--- src/rtl/fpx_pkg.sv ---
package fpx_pkg;
   localparam int FLAG_W  = 5;
   localparam int IDX_NX  = 0;
   localparam int IDX_DZ  = 1;
   localparam int IDX_UF  = 2;
   localparam int IDX_OF  = 3;
   localparam int IDX_NV  = 4;
   typedef logic [FLAG_W-1:0] flag_t;

   typedef struct packed {
      logic nv;
      logic dz;
      logic of;
      logic tiny;
      logic exact;
   } raw_cond_t;
endpackage

--- src/rtl/fpx_resolve.sv ---
// Combinational priority resolution of raw conditions against the trap mask.
module fpx_resolve
   import fpx_pkg::*;
(
   input  raw_cond_t cond_i,
   input  flag_t     mask_i,
   output flag_t     cexc_o,
   output logic      trap_o
);
   logic inexact;

   // overflow implies an inexact result regardless of the exactness input
   assign inexact = !cond_i.exact || cond_i.of;

   always_comb begin
      cexc_o = '0;
      trap_o = 1'b0;
      if (cond_i.nv || cond_i.dz) begin
         cexc_o[IDX_NV] = cond_i.nv;
         cexc_o[IDX_DZ] = cond_i.dz;
         trap_o = (cond_i.nv && mask_i[IDX_NV]) || (cond_i.dz && mask_i[IDX_DZ]);
      end else if (cond_i.of) begin
         if (mask_i[IDX_OF]) begin
            cexc_o[IDX_OF] = 1'b1;
            trap_o = 1'b1;
         end else if (mask_i[IDX_NX]) begin
            cexc_o[IDX_NX] = 1'b1;
            trap_o = 1'b1;
         end else begin
            cexc_o[IDX_OF] = 1'b1;
            cexc_o[IDX_NX] = 1'b1;
         end
      end else if (cond_i.tiny) begin
         if (mask_i[IDX_UF]) begin
            cexc_o[IDX_UF] = 1'b1;
            trap_o = 1'b1;
         end else if (inexact) begin
            if (mask_i[IDX_NX]) begin
               cexc_o[IDX_NX] = 1'b1;
               trap_o = 1'b1;
            end else begin
               cexc_o[IDX_UF] = 1'b1;
               cexc_o[IDX_NX] = 1'b1;
            end
         end
      end else if (inexact) begin
         cexc_o[IDX_NX] = 1'b1;
         trap_o = mask_i[IDX_NX];
      end
   end
endmodule

--- src/rtl/fpx_status.sv ---
// Status field registers: current, accrued, trap type and trap pulse.
module fpx_status #(
   parameter int FLAG_W   = 5,
   parameter int FTT_W    = 3,
   parameter int FTT_IEEE = 1
) (
   input  logic              clk_i,
   input  logic              rst_i,
   input  logic              op_valid_i,
   input  logic              fmov_i,
   input  logic [FLAG_W-1:0] cexc_next_i,
   input  logic              trap_req_i,
   output logic [FLAG_W-1:0] cexc_o,
   output logic [FLAG_W-1:0] aexc_o,
   output logic [FTT_W-1:0]  ftt_o,
   output logic              trap_o
);
   localparam logic [FTT_W-1:0] FTT_CODE = FTT_W'(FTT_IEEE);

   logic take_op;
   logic accrue;

   assign take_op = op_valid_i && !fmov_i;
   assign accrue  = take_op && !trap_req_i;

   always_ff @(posedge clk_i) begin
      if (rst_i) begin
         cexc_o <= '0;
         ftt_o  <= '0;
         trap_o <= 1'b0;
      end else if (fmov_i) begin
         cexc_o <= '0;
         ftt_o  <= '0;
         trap_o <= 1'b0;
      end else if (op_valid_i) begin
         cexc_o <= cexc_next_i;
         ftt_o  <= trap_req_i ? FTT_CODE : '0;
         trap_o <= trap_req_i;
      end else begin
         trap_o <= 1'b0;
      end
   end

   for (genvar b = 0; b < FLAG_W; b++) begin : g_accrue
      always_ff @(posedge clk_i) begin
         if (rst_i) begin
            aexc_o[b] <= 1'b0;
         end else if (accrue && cexc_next_i[b]) begin
            aexc_o[b] <= 1'b1;
         end
      end
   end
endmodule

--- src/rtl/fpx_flag_resolver.sv ---
module fpx_flag_resolver
   import fpx_pkg::*;
#(
   parameter int FTT_W    = 3,
   parameter int FTT_IEEE = 1
) (
   input  logic              clk_i,
   input  logic              rst_i,
   input  logic              op_valid_i,
   input  logic              fmov_i,
   input  logic              nv_i,
   input  logic              dz_i,
   input  logic              of_i,
   input  logic              tiny_i,
   input  logic              exact_i,
   input  logic [FLAG_W-1:0] trap_mask_i,
   output logic [FLAG_W-1:0] cexc_o,
   output logic [FLAG_W-1:0] aexc_o,
   output logic [FTT_W-1:0]  ftt_o,
   output logic              trap_o
);
   if (FTT_W < 1 || FTT_W > 8) begin : g_bad_ftt_w
      $error("fpx_flag_resolver: FTT_W out of range");
   end
   if (FTT_IEEE < 1 || FTT_IEEE >= (1 << FTT_W)) begin : g_bad_ftt_code
      $error("fpx_flag_resolver: FTT_IEEE does not fit FTT_W");
   end

   raw_cond_t cond;
   flag_t     cexc_next;
   logic      trap_req;

   assign cond = '{nv: nv_i, dz: dz_i, of: of_i, tiny: tiny_i, exact: exact_i};

   fpx_resolve u_resolve (
      .cond_i (cond),
      .mask_i (trap_mask_i),
      .cexc_o (cexc_next),
      .trap_o (trap_req)
   );

   fpx_status #(
      .FLAG_W   (FLAG_W),
      .FTT_W    (FTT_W),
      .FTT_IEEE (FTT_IEEE)
   ) u_status (
      .clk_i       (clk_i),
      .rst_i       (rst_i),
      .op_valid_i  (op_valid_i),
      .fmov_i      (fmov_i),
      .cexc_next_i (cexc_next),
      .trap_req_i  (trap_req),
      .cexc_o      (cexc_o),
      .aexc_o      (aexc_o),
      .ftt_o       (ftt_o),
      .trap_o      (trap_o)
   );
endmodule

--- config.mk ---
export PLATFORM = sky130hd
export DESIGN_NAME = fpx_flag_resolver
export DESIGN_NICKNAME = d
export VERILOG_FILES = /design/src/rtl/fpx_pkg.sv /design/src/rtl/fpx_resolve.sv /design/src/rtl/fpx_status.sv /design/src/rtl/fpx_flag_resolver.sv
export SDC_FILE = /design/constraint.sdc
export NUM_CORES = 1
export LEC_CHECK = 0
export BUFFER_PORTS_ARGS = -buffer_cell sky130_fd_sc_hd__buf_4
export CORE_AREA = 2 2 39 41
export CTS_CLUSTER_DIAMETER = 50
export CTS_CLUSTER_SIZE = 25
export DETAILED_ROUTE_END_ITERATION = 10
export DIE_AREA = 0 0 41 43
export GPL_TIMING_DRIVEN = 0
export PLACE_DENSITY_LB_ADDON = 0.08
export REMOVE_ABC_BUFFERS = 1
export SLEW_MARGIN = 25
export SYNTH_ARGS = -nofsm -noshare
export SYNTH_HDL_FRONTEND = slang
export SYNTH_SLANG_ARGS = --single-unit
--- constraint.sdc ---
create_clock -name clk_i -period 1.9 [get_ports clk_i]
set_input_delay 0 -clock clk_i [delete_from_list [all_inputs] [get_ports clk_i]]
set_output_delay 0 -clock clk_i [all_outputs]
set_load 0.05 [all_outputs]
==> impl_metrics.csv, run 1 <==
group,metric,value,unit
setup_path,setup.worst_path.start,"rst_i",
pwr,pwr-share-seq,0.461,
finish,seq_area,240,um2
detailed_routing,num_vias,510,
finish,stdcell_area,803,um2
finish,area_growth,45.6,%
timing,setup_violations,0,
timing,clock-skew-final,0,ns
logic_synthesis,ys_ff_latch,12,
hold_path,hold_path.class,"in2reg",
setup_path,worst_path_max_delay_cell,"dlygate4sd3_1",
placed_design,pre_cts_ws,0.809,ns
run,maxCapViolCount,0,
detailed_routing,vias_per_cell,4.72,
finish,final_common_cell,"buf_4",
timing,fmax,0.656,GHz
hold_path,hp-start,"dz_i",
clock_network,h-tree-depth,1,
timing,drv_slew,0,
logic_synthesis,yosysUniqueCellTypes,26,
detailed_routing,dr.pass1.iters,3,
setup_path,cp_data_required_time,2.12,ns
clock_network,cts_made_buffers,3,
global_route,grt-ovfl-total,0,
pwr,total_power,564,uW
placed_design,dpl_cell_area,737,um2
setup_path,cp_num_cells,6,
setup_path,critPathTopFamily,"buffers and inverters",
run_status,status,"completed",
floorplanning,rows,14,
logic_synthesis,ys_seq_area_frac,0.435,
pwr,peakVddDrop,418,uV
floorplanning,die_y,43,um
setup_path,reg2reg_depth,3,
detailed_routing,drtAntennaViolNets,0,
setup_path,worstSetupPathType,"in2reg",
detailed_routing,avgRoutedWirePerCell,10.1,um
setup_path,critPathCapture,"u_status.aexc_o[4]",
pwr,combPwrFrac,0.194,
timing,tns,0,ns
setup_path,cp_common_cell,"dlygate4sd3_1",
timing,finalHoldViolCount,0,
setup_path,r2r_start,"u_status.aexc_o[4]",
clock_network,path_clk_slew,0.08,ns
pwr,clockPowerShare,0.346,
finish,layout.nets,107,
setup_path,r2r_setup_slack,0.78,ns
setup_path,crit_buf_inv,3,
floorplanning,start_util,0.399,
setup_path,endpoint_kind,"flip-flop",
setup_path,start_kind,"input port",
setup_path,cp.arrival,1.74,ns
timing,rsz0062_at_grt,"false",
setup_path,crit_fanout,7,
pwr,switching_share,0.259,
pwr,power_density,702,nW/um2
clock_network,cts.sinks,12,
pwr,p_leak,0.000355,uW
detailed_routing,wl,1.09,mm
logic_synthesis,synth_area,552,um2
clock_network,cts_tree,"yes",
timing,fin_crit_sh,0.802,
timing,timing.final.ws_setup,0.376,ns
floorplanning,die-area,1760,um2
finish,utilization,0.580,
logic_synthesis,synthCells,63,
finish,final_cell_mix,"buf_4 (25), dfxtp_1 (12), inv_1 (9), o22ai_1 (6)",
logic_synthesis,ys.flop_type,"dfxtp_1",
setup_path,path_cells,"dlygate4sd3_1 > buf_4 > nor2_1 > nand4_4 > o22ai_1 > dlygate4sd3_1",
logic_synthesis,synthArstFlopShare,0,
pwr,power.switching,146,uW
logic_synthesis,syn_area_per_cell,8.76,um2
logic_synthesis,ys.warnings.count,0,
clock_network,clk_path_buf_depth,2,
global_route,grt_pass1_vias,460,
finish,diodes,0,
finish,drive_above_1_share,0.370,
finish,fillers,131,
clock_network,clk_latency,0.27,ns
clock_network,root_buffer,"clkbuf_4",
placed_design,gp_congestion,0.827,
floorplanning,ios,28,
timing,min_period,1.52,ns
detailed_routing,route.detailed.drc,0,
clock_network,cts-resized-gates,0,
logic_synthesis,synth_edf_count,0,
finish,multi_input_comb_area,255,um2
placed_design,port_buffers,25,
setup_path,r2r-end,"u_status.aexc_o[4]",
global_route,antenna_found_initial,0,
setup_path,cpPeakStageDelay,0.55,ns
pwr,intPower,418,uW
detailed_routing,first_iter_violations,3,
placed_design,hpwl,869,um
global_route,grt_pass1_wl,1.89,mm
global_route,grt_use_total,0.163,
global_route,grt_max_degree,9,
floorplanning,core_area,1380,um2
floorplanning,die_w,41,um
## kinds of logic after synthesis
logic type / synth area share
compound gates: 0.188
buf+inv: 0.109
flops: 0.435
mux: 0.0363
other cells: 0.00680
simple gates: 0.225
## flip-flops by register name (all words and copies together), names as in the netlist
| name | cells |
|---|---|
| u_status.aexc_o | 5 |
| u_status.cexc_o | 5 |
| u_status.ftt_o | 1 |
| u_status.trap_o | 1 |
## stage by stage
step / hold WS [ns] / cells
4_1_cts: 0.00427 / 108
3_5_place_dp: 0.252 / 101
2_1_floorplan: 0.100 / 60
5_1_grt: 0.0119 / 108
6_report: 0.0104 / 108
3_3_place_gp: 0.249 / 101
## worst min path at each step
stage / endpoint / slack [ns] / cells after the start
after floorplan: u_status.ftt_o[0] / 0.10 / 1
after global placement: u_status.aexc_o[0] / 0.25 / 2
after detailed placement: u_status.aexc_o[4] / 0.25 / 2
after CTS: u_status.aexc_o[1] / 0.004 / 3
after global routing: u_status.aexc_o[1] / 0.01 / 3
final: u_status.aexc_o[1] / 0.01 / 3
## cell type report
class                      instances  area share
sequential                        12       0.299
multi-input combinational         39       0.318
tap                               16      0.0249
timing repair buffer              28       0.271
clock buffer                       4      0.0452
inverter                           9      0.0421
## synth_stat cells (2+ instances only)
library cell | count | area, um2
dfxtp_1 | 12 | 240
nand3_1 | 2 | 10.0
nor2_1 | 4 | 15.0
inv_1 | 9 | 33.8
nand2_1 | 4 | 15.0
buf_4 | 3 | 22.5
or2_1 | 2 | 12.5
a21oi_1 | 3 | 15.0
o22ai_1 | 6 | 37.5
mux2i_1 | 2 | 20.0
## layer usage
metal  GRT usage  wire length (um)  vias to the layer above
met5           0                 0                        -
li1            -                 -                      271
met4      0.0600                 9                        0
met2       0.238               508                       15
met1       0.200               479                      222
met3      0.0785                96                        2
## power by group through the flow
stage | clock network, uW | logic, uW | registers [uW]
floorplan | 0 | 39.4 | 287
global placement | 0 | 105 | 266
detailed placement | 0 | 105 | 266
CTS | 205 | 110 | 260
global route | 216 | 119 | 261
finish | 195 | 109 | 260
## worst register-to-register path: cells and delay by family (launching register included)
| family | cells | cell delay [ns] |
|---|---|---|
| buffers and inverters | 2 | 0.59 |
| AOI/OAI and AO/OA | 1 | 0.14 |
| DFF | 1 | 0.33 |
## what timing repair did
item / in CTS / in global routing
hold buffers: 3 / 0
setup buffers: 0 / 0
setup endpoints to repair: 0 / 0
endpoints found under the hold margin: 6 / 0
(Power assumes the default switching activity.)
==> run 2, diff against run 1 <==
- CORE_AREA: 2 2 39 41 -> unset
- CORE_UTILIZATION: unset -> 38
- DIE_AREA: 0 0 41 43 -> unset
- clock period: 1.9 -> 1.3 ns (I/O delays scaled with it)
==> impl_metrics.csv, run 2 (synthesis results as in run 1) <==
group,metric,value,unit
run_status,status,"completed",
global_route,grt_use_met1,0.196,
setup_path,crit_fanout,6,
pwr,pwr-share-seq,0.493,
placed_design,hpwl,888,um
pwr,switching_share,0.287,
pwr,total_power,771,uW
finish,diodes,0,
global_route,grt_max_degree,9,
floorplanning,die-area,1610,um2
clock_network,root_buffer,"clkbuf_4",
setup_path,endpoint_kind,"flip-flop",
global_route,grtUsageMet2,0.258,
setup_path,cp.arrival,1.40,ns
timing,finalHoldViolCount,0,
detailed_routing,drtAntennaViolNets,0,
floorplanning,ios,28,
global_route,antenna_found_initial,0,
detailed_routing,vias_per_cell,4.89,
clock_network,cts_made_buffers,3,
setup_path,reg2reg_depth,2,
global_route,top_usage_layer,"met2",
finish,fillers,136,
detailed_routing,avgRoutedWirePerCell,11.0,um
placed_design,port_buffers,25,
placed_design,gp_congestion,0.730,
setup_path,r2r_start,"u_status.ftt_o[0]",
timing,fmax,0.842,GHz
pwr,intPower,550,uW
timing,tns,0,ns
clock_network,cts.sinks,12,
timing,rsz0062_at_grt,"false",
run,maxCapViolCount,0,
setup_path,critPathCapture,"u_status.cexc_o[2]",
finish,utilization,0.598,
timing,timing.final.ws_setup,0.113,ns
hold_path,hold_path.class,"in2reg",
finish,layout.nets,107,
pwr,combPwrFrac,0.215,
pwr,power_density,966,nW/um2
global_route,grt_pass1_vias,425,
finish,final_common_cell,"buf_4",
floorplanning,start_util,0.414,
clock_network,clk_path_buf_depth,2,
finish,final_cell_mix,"buf_4 (25), dfxtp_1 (12), inv_1 (9), o22ai_1 (6)",
setup_path,setup.worst_path.start,"nv_i",
clock_network,path_clk_slew,0.07,ns
timing,min_period,1.19,ns
pwr,peakVddDrop,488,uV
detailed_routing,first_iter_violations,3,
detailed_routing,num_vias,518,
pwr,clockPowerShare,0.292,
setup_path,r2r-end,"u_status.ftt_o[0]",
finish,drive_above_1_share,0.374,
floorplanning,rows,13,
global_route,grt-ovfl-total,0,
pwr,power.switching,221,uW
finish,area_growth,44.7,%
clock_network,cts_setup_buffers,0,
global_route,use_met3,0.0333,
clock_network,cts_tree,"yes",
setup_path,cp_data_required_time,1.51,ns
timing,setup_violations,0,
floorplanning,core_area,1330,um2
floorplanning,die_y,40.1,um
setup_path,r2r_setup_slack,0.68,ns
detailed_routing,route.detailed.drc,0,
placed_design,dpl_cell_area,736,um2
setup_path,start_kind,"input port",
detailed_routing,wl,1.16,mm
timing,drv_slew,0,
setup_path,worstSetupPathType,"in2reg",
detailed_routing,dr.pass1.iters,4,
clock_network,clk_latency,0.27,ns
finish,reg_top3,"u_status.aexc_o x5, u_status.cexc_o x5",
timing,clock-skew-final,0,ns
finish,stdcell_area,798,um2
global_route,grt_use_total,0.162,
placed_design,pre_cts_ws,0.201,ns
floorplanning,die_w,40.1,um
pwr,p_leak,0.000346,uW
timing,fin_crit_sh,0.913,
global_route,grt_pass1_wl,1.69,mm
clock_network,h-tree-depth,1,
## run 2: cell count changes in the layout (fill, tap and decap cells not counted)
cell | before | now
a22oi_1 | 1 | 0
a22oi_2 | 0 | 1
clkbuf_8 | 1 | 0
nor2_2 | 1 | 0
nor2_4 | 0 | 1
## run 2: per-layer routing
| metal | vias up | routed length [um] |
|---|---|---|
| li1 | 271 | - |
| met4 | 0 | 27 |
| met3 | 4 | 89 |
| met1 | 220 | 529 |
| met5 | - | 0 |
| met2 | 23 | 517 |
## run 2: per-stage QoR
step           hold slack [ns]  instances
2_1_floorplan            0.100         60
3_3_place_gp             0.246        100
3_5_place_dp             0.253        100
4_1_cts                0.00796        106
5_1_grt                 0.0237        106
6_report                0.0204        106
## run 2: worst min path at each step
stage	to	start	depth (start not counted)	slack [ns]
finish	u_status.aexc_o[1]	dz_i	3	0.02
global route	u_status.aexc_o[1]	dz_i	3	0.02
CTS	u_status.aexc_o[1]	dz_i	3	0.008
detailed placement	u_status.aexc_o[2]	rst_i	2	0.25
global placement	u_status.aexc_o[1]	rst_i	2	0.25
floorplan	u_status.ftt_o[0]	op_valid_i	1	0.10
## run 2: what timing repair did
item	4_1_cts	5_1_grt
endpoints found under the setup margin	0	2
hold buffers	3	0
resized for setup	0	2
hold endpoints to repair	6	0
## run 2: critical path, stage by stage
cell           delay, ns
dlygate4sd3_1       0.54
buf_4               0.16
nor2_4              0.16
o2111ai_1           0.19
or2_1               0.24
a21oi_1             0.11
## run 2: power groups by stage
stage	Clock (uW)	Sequential (uW)	Combinational [uW]
5_1_grt	247	381	178
4_1_cts	230	380	162
2_1_floorplan	0	419	57.5
3_5_place_dp	0	389	155
3_3_place_gp	0	388	153
6_report	225	380	166
## run 2: cell type report
| type | count | area (um2) | area share |
|---|---|---|---|
| Multi-Input combinational cell | 39 | 265 | 0.332 |
| Sequential cell | 12 | 240 | 0.301 |
| Timing Repair Buffer | 28 | 218 | 0.273 |
| Inverter | 9 | 33.8 | 0.0423 |
| Clock buffer | 3 | 22.5 | 0.0282 |
| Tap cell | 15 | 18.8 | 0.0235 |
==> run 3, diff against run 2 <==
- CTS_CLUSTER_DIAMETER: 50 -> unset
- GPL_TIMING_DRIVEN: 0 -> unset
==> impl_metrics.csv, run 3 (synthesis results as in run 1) <==
group,metric,value,unit
run_status,status,"completed",
global_route,grt_max_degree,9,
setup_path,crit_fanout,7,
finish,reg_top3,"u_status.aexc_o x5, u_status.cexc_o x5",
detailed_routing,route.detailed.drc,0,
floorplanning,die-area,1610,um2
clock_network,clk_latency,0.26,ns
detailed_routing,num_vias,510,
timing,min_period,1.05,ns
setup_path,critPathTopFamily,"buffers and inverters",
floorplanning,ios,28,
timing,whs,0.00502,ns
setup_path,cp.arrival,1.24,ns
placed_design,port_buffers,25,
clock_network,cts-resized-gates,0,
timing,fin_crit_sh,0.806,
setup_path,start_kind,"input port",
clock_network,cts.sinks,12,
timing,setup_violations,0,
global_route,grt-ovfl-total,0,
pwr,p_leak,0.000336,uW
detailed_routing,wl,1.10,mm
floorplanning,die_y,40.1,um
timing,fmax,0.955,GHz
placed_design,dp_cells,100,
finish,final_common_cell,"buf_4",
pwr,power_density,979,nW/um2
setup_path,path_cells,"dlygate4sd3_1 > buf_4 > nor2_1 > nand4_4 > o22ai_1",
setup_path,worst_path_max_delay_cell,"dlygate4sd3_1",
hold_path,hold_path.class,"in2reg",
global_route,antenna_found_initial,0,
floorplanning,core_area,1330,um2
finish,drive_above_1_share,0.371,
floorplanning,rows,13,
placed_design,gp_congestion,0.730,
finish,utilization,0.576,
setup_path,crit_buf_inv,2,
detailed_routing,first_iter_violations,4,
run,maxCapViolCount,0,
setup_path,worstSetupPathType,"in2reg",
finish,layout.cells.non_filler,104,
clock_network,cts_tree,"yes",
clock_network,clk_path_buf_depth,2,
timing,drv_slew,0,
detailed_routing,drtAntennaViolNets,0,
pwr,peakVddDrop,590,uV
clock_network,path_clk_slew,0.07,ns
timing,tns,0,ns
timing,finalHoldViolCount,0,
timing,rsz0062_at_grt,"false",
detailed_routing,avgRoutedWirePerCell,10.6,um
floorplanning,die_w,40.1,um
setup_path,cpPeakStageDelay,0.54,ns
floorplanning,start_util,0.414,
finish,layout.nets,105,
global_route,grt_pass1_vias,418,
finish,area_growth,39.2,%
finish,diodes,0,
detailed_routing,dr.pass1.iters,4,
finish,final_cell_mix,"buf_4 (25), dfxtp_1 (12), inv_1 (9), o22ai_1 (6)",
clock_network,h-tree-depth,1,
global_route,grt_use_total,0.162,
setup_path,endpoint_kind,"flip-flop",
timing,clock-skew-final,0,ns
detailed_routing,vias_per_cell,4.90,
finish,fillers,127,
pwr,total_power,752,uW
global_route,grt_pass1_wl,1.70,mm
clock_network,root_buffer,"clkbuf_4",
setup_path,cp_data_required_time,1.49,ns
clock_network,cts_made_buffers,3,
==> run 3: cell types whose count changed in the layout (fill, tap and decap cells not counted) <==
| cell | before | now |
|---|---|---|
| dlygate4sd3_1 | 3 | 1 |
| a22oi_2 | 1 | 0 |
| nor2_4 | 1 | 0 |
| nor2_2 | 0 | 1 |
| a22oi_1 | 0 | 1 |
==> run 3: timing repair <==
action / in CTS / in global routing
setup buffers: 0 / 0
hold endpoints to repair: 5 / 0
hold buffers: 1 / 0
==> run 3: final cells by class <==
type                       instances  area (um2)  share of cell area
sequential                        12         240               0.313
inverter                           9        33.8              0.0440
tap                               15        18.8              0.0244
clock buffer                       3        22.5              0.0293
multi-input combinational         39         255               0.332
timing repair buffer              26         198               0.257
==> run 3: final timing paths <==
check                                           to  slack, ns  depth (start not counted)                from
worst max-delay path            u_status.aexc_o[2]       0.25                          5               rst_i
worst min-delay path            u_status.aexc_o[4]      0.005                          3                nv_i
worst max register to register   u_status.ftt_o[0]       0.67                          2   u_status.ftt_o[0]
worst min register to register  u_status.cexc_o[2]       0.47                          2  u_status.cexc_o[2]
==> run 3: metal layers <==
metal / vias up / wire [um] / GRT usage
li1: 266 / - / -
met1: 221 / 520 / 0.194
met2: 21 / 487 / 0.258
met3: 2 / 82 / 0.0389
met4: 0 / 12 / 0.103
met5: - / 0 / 0
==> run 3: worst min-delay path: stages <==
cell and delay (ns):
buf_4 0.10, inv_1 0.04, o22ai_1 0.08
==> run 3: through the flow <==
| stage | area (um2) | worst slack (ns) |
|---|---|---|
| after floorplan | 529 | 0.366 |
| after global placement | 736 | 0.232 |
| after detailed placement | 736 | 0.196 |
| after CTS | 768 | 0.266 |
| after global routing | 768 | 0.202 |
| final | 768 | 0.253 |
==> run 3: where the power goes <==
group	leakage [uW]	switching [uW]	internal [uW]	total [uW]
logic	0.000225	95.6	61.1	157
clock network	0.0000138	108	107	215
registers	0.0000973	3.86	376	380
total	0.000336	208	544	752
